File: config.mk
export PLATFORM = sky130hd
export DESIGN_NAME = uart_idle_detect
export DESIGN_NICKNAME = d
export VERILOG_FILES = /design/src/rtl/uart_idle_pkg.sv /design/src/rtl/idle_bit_counter.sv /design/src/rtl/idle_flag_ctrl.sv /design/src/rtl/uart_idle_detect.sv
export SDC_FILE = /design/constraint.sdc
export NUM_CORES = 1
export LEC_CHECK = 0
export ABC_AREA = 1
export BUFFER_PORTS_ARGS = -buffer_cell sky130_fd_sc_hd__buf_2
export CAP_MARGIN = 20
export CORE_MARGIN = 2
export CORE_UTILIZATION = 33
export CTS_CLUSTER_DIAMETER = 60
export DETAILED_ROUTE_END_ITERATION = 6
export SETUP_SLACK_MARGIN = 0.02
export SLEW_MARGIN = 10
export SYNTH_ARGS = -nofsm -noshare
export SYNTH_HDL_FRONTEND = slang
export SYNTH_SLANG_ARGS = --single-unit
File: constraint.sdc
create_clock -name clk -period 1.64 [get_ports clk]
set_clock_uncertainty 0.15 [all_clocks]
set_input_delay 0.164 -clock clk [delete_from_list [all_inputs] [get_ports clk]]
set_output_delay 0.164 -clock clk [all_outputs]
set_load 0.02 [all_outputs]
File: src/rtl/uart_idle_pkg.sv
package uart_idle_pkg;
    // arming and flag state held by the flag controller
    typedef struct packed {
        logic armed;
        logic flag;
    } flag_state_t;
endpackage

File: src/rtl/idle_bit_counter.sv
module idle_bit_counter #(
    parameter int CNT_W = 4
) (
    input  logic             clk,
    input  logic             rst_n,
    input  logic             rx_line,
    input  logic             bit_tick,
    input  logic             idle_after_stop,
    input  logic             start_seen,
    input  logic             stop_done,
    input  logic [CNT_W-1:0] target,
    output logic             span_hit
);
    typedef struct packed {
        logic             en;
        logic [CNT_W-1:0] cnt;
    } cnt_state_t;

    cnt_state_t st_d, st_q;
    logic       restart;

    always_comb begin
        st_d     = st_q;
        restart  = start_seen || (stop_done && idle_after_stop);
        span_hit = 1'b0;
        if (start_seen) begin
            st_d.cnt = '0;
            st_d.en  = ~idle_after_stop;
        end else if (stop_done && idle_after_stop) begin
            st_d.cnt = '0;
            st_d.en  = 1'b1;
        end else if (bit_tick && st_q.en) begin
            if (!rx_line) begin
                st_d.cnt = '0;
            end else if (st_q.cnt < target) begin
                st_d.cnt = st_q.cnt + CNT_W'(1);
            end
        end
        if (!restart && bit_tick && st_q.en && rx_line &&
            (st_q.cnt == target - CNT_W'(1))) begin
            span_hit = 1'b1;
        end
    end

    always_ff @(posedge clk or negedge rst_n) begin
        if (!rst_n) st_q <= '0;
        else        st_q <= st_d;
    end
endmodule

File: src/rtl/idle_flag_ctrl.sv
module idle_flag_ctrl
    import uart_idle_pkg::*;
(
    input  logic clk,
    input  logic rst_n,
    input  logic span_hit,
    input  logic rearm,
    input  logic clr,
    output logic flag,
    output logic armed
);
    flag_state_t st_d, st_q;
    logic        set_now;

    always_comb begin
        st_d    = st_q;
        set_now = span_hit && st_q.armed;
        if (set_now) st_d.armed = 1'b0;
        if (rearm)   st_d.armed = 1'b1;
        if (clr)     st_d.flag  = 1'b0;
        if (set_now) st_d.flag  = 1'b1;
    end

    always_ff @(posedge clk or negedge rst_n) begin
        if (!rst_n) st_q <= '0;
        else        st_q <= st_d;
    end

    assign flag  = st_q.flag;
    assign armed = st_q.armed;
endmodule

File: src/rtl/uart_idle_detect.sv
module uart_idle_detect #(
    parameter int BASE_BITS = 10,
    parameter int LEN_W     = 2
) (
    input  logic             clk,
    input  logic             rst_n,
    input  logic             rx_line,
    input  logic             bit_tick,
    input  logic [LEN_W-1:0] char_len,
    input  logic             idle_after_stop,
    input  logic             start_seen,
    input  logic             stop_done,
    input  logic             char_stored,
    input  logic             break_det,
    input  logic             idle_clr,
    output logic             idle_flag
);
    localparam int MAX_BITS = BASE_BITS + (1 << LEN_W) - 1;
    localparam int CNT_W    = $clog2(MAX_BITS + 1);

    logic [CNT_W-1:0] target;
    logic             hit_w;
    logic             armed_w;

    assign target = CNT_W'(BASE_BITS) + CNT_W'(char_len);

    idle_bit_counter #(.CNT_W(CNT_W)) u_cnt (
        .clk             (clk),
        .rst_n           (rst_n),
        .rx_line         (rx_line),
        .bit_tick        (bit_tick),
        .idle_after_stop (idle_after_stop),
        .start_seen      (start_seen),
        .stop_done       (stop_done),
        .target          (target),
        .span_hit        (hit_w)
    );

    idle_flag_ctrl u_flag (
        .clk      (clk),
        .rst_n    (rst_n),
        .span_hit (hit_w),
        .rearm    (char_stored || break_det),
        .clr      (idle_clr),
        .flag     (idle_flag),
        .armed    (armed_w)
    );
endmodule

==> results of run 1 <==
-- sequential cells by signal (all words and copies together) (netlist names) --
register	cells
u_cnt.st_q	5
u_flag.flag	1
u_flag.armed	1
-- per-layer routing --
layer	share of wire, %	up-vias	wire length (um)
li1	-	266	-
met1	42	219	465
met2	50	16	550
met3	4.2	4	47
met4	4.0	0	44
met5	0	-	0
-- layout by cell type, fill, tap and decap left out, drive strengths merged --
master       count
nor2             9
xnor2            3
ha               5
buf             15
clkbuf           4
a21oi            1
nand3            7
nand4            1
nor3             1
o21ai            1
nand2           23
dfrtp            7
dlygate4sd3      5
inv             12
-- timing repair --
item / in CTS / in global routing
hold buffers: 5 / 0
buffers inserted: 0 / 0
hold endpoints to repair: 9 / 0
-- worst max-delay path by stage --
stage | slack [ns] | start | cells after the start | endpoint
after floorplan | 0.25 | u_cnt.st_q[2] | 9 | u_cnt.st_q[2]
after global placement | 0.22 | u_cnt.st_q[1] | 9 | u_cnt.st_q[0]
after detailed placement | 0.20 | u_cnt.st_q[1] | 9 | u_cnt.st_q[1]
after CTS | 0.15 | char_stored | 5 | u_flag.armed
after global routing | 0.05 | u_cnt.st_q[1] | 9 | u_cnt.st_q[1]
final | 0.15 | char_stored | 5 | u_flag.armed
-- cell families after synthesis --
kind of cell | after synthesis | synth area share, %
buf+inv | 12 | 9.00
fa+ha+maj | 5 | 12.5
simple gates | 41 | 36.3
flops | 7 | 35.0
compound gates | 2 | 2.00
xor+xnor | 3 | 5.25
-- tightest hold or removal path: cells and delay by family --
family / cells / cell delay, ns
compound gates: 1 / 0.05
buf+inv: 2 / 0.11
simple gates: 1 / 0.04
-- layout make-up --
class	instances	area [um^2]
timing repair buffer	20	133
inverter	12	45.0
tap	16	20.0
clock buffer	4	26.3
sequential	7	175
fill	160	792
multi-input combinational	51	280
-- per-stage QoR --
stage / instance area, um^2 / setup WS (ns)
after CTS: 679 / 0.154
after detailed placement: 603 / 0.195
after floorplan: 500 / 0.248
after global placement: 603 / 0.217
after global routing: 679 / 0.0510
final: 679 / 0.153
-- power by group through the flow --
| stage | Clock, mW | Combinational [mW] | Sequential (mW) |
|---|---|---|---|
| after global placement | 0 | 0.0690 | 0.184 |
| final | 0.156 | 0.0799 | 0.181 |
| after CTS | 0.157 | 0.0807 | 0.181 |
| after detailed placement | 0 | 0.0715 | 0.183 |
| after floorplan | 0 | 0.0370 | 0.185 |
| after global routing | 0.167 | 0.0917 | 0.181 |
==> flow_summary.yaml, run 1 <==
power:
  vdd_drop_max_v: 0.000264
  power.total_mw: 0.417
  p_int_mw: 0.310
  powerDensity_mw_per_mm2: 613
  clock_power_share_pct: 37.5
  leakage_nw: 0.394
  seq_power_share_pct: 43.3
  power.switching_mw: 0.107
  p_comb_share_pct: 19.2
  swShare_pct: 25.7
finish:
  areaGrowthSynthToFinish_pct: 35.8
  fin_util_pct: 46.2
  final_cells: 110
  fin_nets: 112
  drive_gt1_share_pct: 25.5
  antenna_cells: 0
critical_path:
  crit_path_top_delay_cell: "dlygate4sd3_1"
  cp_max_fo: 1
  start_kind: "primary input"
  path_delay_family: "buffers and inverters"
  critPathBufInv: 3
  end_kind: "flip-flop"
  critical_path_required_ns: 1.63
  worst-r2r-setup-slack_ns: 0.19
  critical_path.cell_chain: "dlygate4sd3_1, buf_2, nor2_1, dlygate4sd3_1, nand2_1"
  critical_path_class: "primary input to flip-flop"
  max_stage_delay_ns: 0.55
  crit_top_cell: "dlygate4sd3_1"
  r2r_start: "u_cnt.st_q[1]"
  r2r-end: "u_cnt.st_q[1]"
  rr_worst_depth: 9
  arrival_ns: 1.48
grt:
  antenna_found_initial: 0
  grt_first_pass_wirelength_um: 1980
  grt_use_total_pct: 15.4
  use_met3_pct: 1.28
  grt_max_degree: 8
  grt_util_met1_pct: 18.3
  grt_pass1_vias: 503
  met2_usage_pct: 23.3
  grt_overflow: 0
  grt.busiest_layer: "met2"
sta:
  hold_viol_final: 0
  finalSetupTns_ns: 0
  holdWs_ns: 0.00536
  period_minus_slack_ns: 1.49
  rsz0062_at_grt: "no"
  fmax_mhz: 673
  fin_crit_sh_pct: 90.7
  setup_viol: 0
  worst_slew_pin_slew_ns: 0.229
  finalMaxSlewViolations: 0
  relSlewSlack_pct: 84.7
floorplanning:
  io_pins: 13
  die_w_um: 42.9
  core_mm2: 0.00147
  core.rowCount: 14
  dieArea_mm2: 0.00184
  die_h_um: 42.9
  start_util_pct: 34.0
synthesis:
  synthFlopType: "dfrtp_1"
  synth_nets: 87
  yosysWarnings: 0
  synthTopCellsByArea: "dfrtp_1, nand2_1, ha_1"
  synthArstFlopShare_pct: 100
  netlist_area_um2: 500
  yosysTopAreaCellShare_pct: 35.0
  ys_ff_latch: 7
  synth_area_per_cell_um2: 7.15
  synth_edf_count: 0
  synth_seq_area_share_pct: 35.0
  synth_top_cells_by_count: "nand2_1, inv_1, nor2_1"
  synth_largest_area_cell: "dfrtp_1"
  yosysMostFrequentCell: "nand2_1"
  synth.distinct_cells: 15
  syn_inst: 70
clocking:
  insertion_delay_ns: 0.25
  root_buffer: "clkbuf_4"
  cts_max_level: 1
  path_clk_slew_ns: 0.05
  cts_buffers: 3
  cts.sinks: 7
  cts_resized: 0
  cts_buffer_depth: 2
  cts_tree: "built"
routing:
  routed_wl_um: 1110
  num_vias: 505
  drcViolationCount: 0
  avgRoutedWirePerCell_um: 10.1
  routed_via_density: 4.59
  drt_iter0_markers: 5
  drt_first_pass_iters: 4
  detail-route-antenna-nets: 0
place:
  hpwl_um: 886
  io_buffer_count: 12
  placedCellCount: 101
  gp_congestion: 0.844
hold_path:
  min_path_type: "primary input to flip-flop"
  min_from: "idle_clr"
  hold-path-endpoint: "u_flag.flag"
  whs_path_depth: 4
outcome:
  outcome: "finished, final reports clean"
flow_run:
  drv_cap: 0
Power figures use the tool's default switching activity.
==> inputs of run 2 (changes only) <==
CORE_AREA = 2 2 39 41   (was not set)
CORE_MARGIN = not set   (was 2)
CORE_UTILIZATION = not set   (was 33)
CTS_CLUSTER_SIZE = 40   (was not set)
DIE_AREA = 0 0 41 43   (was not set)
==> run 2 against run 1 <==
  * Power shrank 0.20%
  * Register-to-register slack worse by 0.02 ns
  * Die area down 4.4%
  * Via count is 0.59% higher
  * Clock power about the same
  * Largest cell class unchanged
  * Fmax about the same
  * Combinational power increased by 0.5%
==> flow_summary.yaml, run 2 (synthesis results as in run 1) <==
routing:
  drcViolationCount: 0
  detail-route-antenna-nets: 0
  num_vias: 508
  routed_wl_um: 1070
  drt_first_pass_iters: 4
  avgRoutedWirePerCell_um: 9.59
  drt_iter0_markers: 9
  routed_via_density: 4.58
grt:
  grt_use_total_pct: 14.8
  grt_max_degree: 8
  grt_first_pass_wirelength_um: 1720
  grt_pass1_vias: 459
  grt_overflow: 0
  antenna_found_initial: 0
critical_path:
  cp_max_fo: 1
  r2r-end: "u_cnt.st_q[2]"
  arrival_ns: 1.48
  rr_worst_depth: 9
  critical_path.cell_chain: "dlygate4sd3_1, buf_2, nor2_1, dlygate4sd3_1, nand2_1"
  max_stage_delay_ns: 0.55
  start_kind: "primary input"
  r2r_start: "u_cnt.st_q[1]"
  crit_top_cell: "dlygate4sd3_1"
  critical_path_required_ns: 1.63
  worst-r2r-setup-slack_ns: 0.17
  crit_path_top_delay_cell: "dlygate4sd3_1"
  end_kind: "flip-flop"
  critical_path_class: "primary input to flip-flop"
finish:
  regMostFlops: "u_cnt.st_q"
  final_cells: 111
  fin_util_pct: 50.9
  largest_reg_flops: 5
  drive_gt1_share_pct: 26.3
  final_common_cell: "nand2_1"
  stdcell_area_um2: 704
  antenna_cells: 0
  layout_common_cells: "nand2_1, buf_2, inv_1"
  fin_nets: 113
  areaGrowthSynthToFinish_pct: 40.8
floorplanning:
  dieArea_mm2: 0.00176
  die_w_um: 41
  core.rowCount: 14
  start_util_pct: 36.2
  die_h_um: 43
  io_pins: 13
  core_mm2: 0.00138
sta:
  hold_viol_final: 0
  relSlewSlack_pct: 80.7
  setup_viol: 0
  finalSetupTns_ns: 0
  fmax_mhz: 673
  fin_ws_ns: 0.154
  worst_slew_pin_slew_ns: 0.289
  holdWs_ns: 0.124
  finalMaxSlewViolations: 0
  rsz0062_at_grt: "no"
  fin_crit_sh_pct: 90.6
  period_minus_slack_ns: 1.49
hold_path:
  min_path_type: "primary input to asynchronous set/reset pin"
place:
  pre_cts_ws_ns: 0.170
  placedCellCount: 100
  gp_congestion: 0.783
  io_buffer_count: 12
  hpwl_um: 814
  placed_cell_area_um2: 596
clocking:
  cts_tree: "built"
  cts_buffer_depth: 2
  insertion_delay_ns: 0.25
  path_clk_slew_ns: 0.05
  cts_max_level: 1
  cts.sinks: 7
  root_buffer: "clkbuf_4"
  cts_buffers: 3
power:
  vdd_drop_max_v: 0.000315
  power.total_mw: 0.416
  powerDensity_mw_per_mm2: 590
  leakage_nw: 0.399
outcome:
  outcome: "finished, final reports clean"
flow_run:
  drv_cap: 0
[run 2: cell count changes in the layout (fill, tap and decap cells not counted), sizes merged]
| cell | before | now |
|---|---|---|
| dlygate4sd3 | 5 | 6 |
[run 2: area by class of cell]
cell class	instances	area (um^2)
Fill cell	143	679
Multi-Input combinational cell	51	295
Sequential cell	7	175
Timing Repair Buffer	21	143
Inverter	12	45.0
Clock buffer	4	26.3
Tap cell	16	20.0
[run 2: how the worst max path moves through the flow]
stage / start / end / cells past startpoint
2_1_floorplan: u_cnt.st_q[2] / u_cnt.st_q[2] / 9
3_3_place_gp: u_cnt.st_q[1] / u_cnt.st_q[2] / 9
3_5_place_dp: u_cnt.st_q[1] / u_cnt.st_q[2] / 9
4_1_cts: u_cnt.st_q[0] / u_cnt.st_q[2] / 11
5_1_grt: u_cnt.st_q[0] / u_cnt.st_q[2] / 11
6_report: char_stored / u_flag.armed / 5
[run 2: repair_timing]
| item | in CTS | in global routing |
|---|---|---|
| endpoints found under the hold margin | 10 | 0 |
| hold buffers | 6 | 0 |
| setup buffers | 0 | 1 |
| setup endpoints to repair | 0 | 4 |
| gates resized for setup | 0 | 3 |
[run 2: power by group]
part | leakage (nW) | total (mW) | internal (mW) | switching, mW
combinational | 0.295 | 0.0803 | 0.0399 | 0.0404
clock | 0.0150 | 0.154 | 0.0927 | 0.0609
sequential | 0.0887 | 0.182 | 0.178 | 0.00377
total | 0.399 | 0.416 | 0.311 | 0.105
[run 2: per-layer routing]
layer / GRT usage [%] / vias up / part of all wire (%)
met5: 0 / - / 0
met4: 14.0 / 0 / 4.2
met3: 0 / 5 / 1.7
met1: 18.4 / 228 / 46
li1: - / 266 / -
met2: 21.9 / 9 / 48
[run 2: worst max-delay path: cells and delay by family]
family / cells / cell delay (ns)
simple gates: 2 / 0.11
buf+inv: 3 / 1.20
==> inputs of run 3 (changes only) <==
CELL_PAD_IN_SITES_DETAIL_PLACEMENT = 1   (was not set)
CELL_PAD_IN_SITES_GLOBAL_PLACEMENT = 2   (was not set)
CORE_AREA = not set   (was 2 2 39 41)
CORE_MARGIN = 3   (was not set)
CORE_UTILIZATION = 26   (was not set)
DIE_AREA = not set   (was 0 0 41 43)
PLACE_DENSITY_LB_ADDON = 0.1   (was not set)
SKIP_LAST_GASP = 1   (was not set)
==> run 3 against run 2 <==
  * Cell area is 0.53% lower
  * Die area grew 41%
  * Count of clock-buffer cells in the layout unchanged
==> flow_summary.yaml, run 3 (synthesis results as in run 1) <==
floorplanning:
  core.rowCount: 15
  dieArea_mm2: 0.00249
  core_mm2: 0.00176
  io_pins: 13
  start_util_pct: 28.4
  die_h_um: 49.9
  die_w_um: 49.9
finish:
  antenna_cells: 0
  largest_reg_flops: 5
  final_common_cell: "nand2_1"
  fill_cells: 233
  drive_gt1_share_pct: 25.3
  stdcell_area_um2: 701
  fin_nets: 113
  areaGrowthSynthToFinish_pct: 40.0
  regMostFlops: "u_cnt.st_q"
  layout_common_cells: "nand2_1, buf_2, inv_1"
power:
  vdd_drop_max_v: 0.000318
  leakage_nw: 0.398
  power.total_mw: 0.422
  p_int_mw: 0.311
  clock_power_share_pct: 38.0
  seq_power_share_pct: 42.8
  swShare_pct: 26.3
  powerDensity_mw_per_mm2: 602
  power.switching_mw: 0.111
  p_comb_share_pct: 19.2
sta:
  finalSetupTns_ns: 0
  holdWs_ns: 0.124
  fmax_mhz: 663
  fin_ws_ns: 0.131
  finalMaxSlewViolations: 0
  worst_slew_pin_slew_ns: 0.216
  relSlewSlack_pct: 85.6
  fin_crit_sh_pct: 92.0
  setup_viol: 0
  hold_viol_final: 0
  rsz0062_at_grt: "no"
  period_minus_slack_ns: 1.51
routing:
  routed_via_density: 4.13
  drcViolationCount: 0
  avgRoutedWirePerCell_um: 11.1
  drt_iter0_markers: 0
  num_vias: 496
  drt_first_pass_iters: 1
  routed_wl_um: 1330
  detail-route-antenna-nets: 0
grt:
  grt_first_pass_wirelength_um: 2340
  grt_overflow: 0
  grt_use_total_pct: 12.7
  grt_pass1_vias: 551
  grt_max_degree: 8
  antenna_found_initial: 0
place:
  hpwl_um: 1080
  gp_congestion: 0.793
  io_buffer_count: 12
  placed_cell_area_um2: 614
  pre_cts_ws_ns: 0.211
clocking:
  cts_buffers: 3
  insertion_delay_ns: 0.25
  path_clk_slew_ns: 0.05
  cts.sinks: 7
  cts_tree: "built"
  cts_setup_buffers: 0
  root_buffer: "clkbuf_4"
  cts_buffer_depth: 2
  cts_max_level: 1
critical_path:
  r2r-end: "u_cnt.st_q[2]"
  worst-r2r-setup-slack_ns: 0.20
  critical_path_class: "primary input to flip-flop"
  start_kind: "primary input"
  rr_worst_depth: 9
  cp_max_fo: 3
  path_delay_family: "simple AND/OR/NAND/NOR gates"
  end_kind: "flip-flop"
  critPathBufInv: 2
  critical_path.cell_chain: "dlygate4sd3_1, buf_2, nand2_2, nand2_2, nor2_2, nand2_1, nor2_1, nand3_1, nand2_1"
  r2r_start: "u_cnt.st_q[2]"
  arrival_ns: 1.55
  crit_path_top_delay_cell: "dlygate4sd3_1"
  max_stage_delay_ns: 0.54
  critical_path_required_ns: 1.68
outcome:
  outcome: "finished, final reports clean"
flow_run:
  drv_cap: 0
hold_path:
  min_path_type: "primary input to asynchronous set/reset pin"
[run 3: cell counts in the layout (fill, tap and decap cells not counted)]
No cell type changed its count.
[run 3: per-layer routing]
layer / GRT usage [%] / vias up / part of all wire, %
met5: 0 / - / 0
met4: 2.76 / 0 / 0
met3: 4.83 / 0 / 5.8
met2: 21.4 / 12 / 47
met1: 15.3 / 219 / 47
li1: - / 265 / -
[run 3: how the worst max path moves through the flow]
stage                               end  slack (ns)       startpoint  cells after the start
after floorplan           u_cnt.st_q[2]        0.25    u_cnt.st_q[2]                      9
after global placement    u_cnt.st_q[0]        0.22    u_cnt.st_q[2]                      9
after detailed placement  u_cnt.st_q[1]        0.21    u_cnt.st_q[2]                      9
after CTS                 u_cnt.st_q[3]        0.11  idle_after_stop                      9
after global routing      u_cnt.st_q[3]        0.03  idle_after_stop                      9
final                     u_cnt.st_q[3]        0.13  idle_after_stop                      9
[run 3: layout make-up]
| class | instances | area (um^2) | area share (%) |
|---|---|---|---|
| inverters | 12 | 45.0 | 6.43 |
| well taps | 25 | 31.3 | 4.46 |
| flip-flops and latches | 7 | 175 | 25.0 |
| clock buffers | 4 | 26.3 | 3.75 |
| multi-input cells | 51 | 280 | 40.0 |
| repair buffers | 21 | 143 | 20.4 |
[run 3: stage by stage]
step	std cells	util, %
4_1_cts	120	39.7
6_report	120	39.7
5_1_grt	120	39.7
2_1_floorplan	70	-
3_5_place_dp	110	34.8
3_3_place_gp	110	34.8
[run 3: power by group through the flow]
stage	Sequential (mW)	Combinational [mW]	Clock, mW
3_3_place_gp	0.184	0.0709	0
3_5_place_dp	0.184	0.0717	0
5_1_grt	0.181	0.0943	0.180
2_1_floorplan	0.185	0.0370	0
6_report	0.181	0.0810	0.160
4_1_cts	0.181	0.0829	0.171
[run 3: timing repair]
item | CTS | global route
hold buffers | 6 | 0
endpoints found under the hold margin | 10 | 0
gates resized for setup | 0 | 0
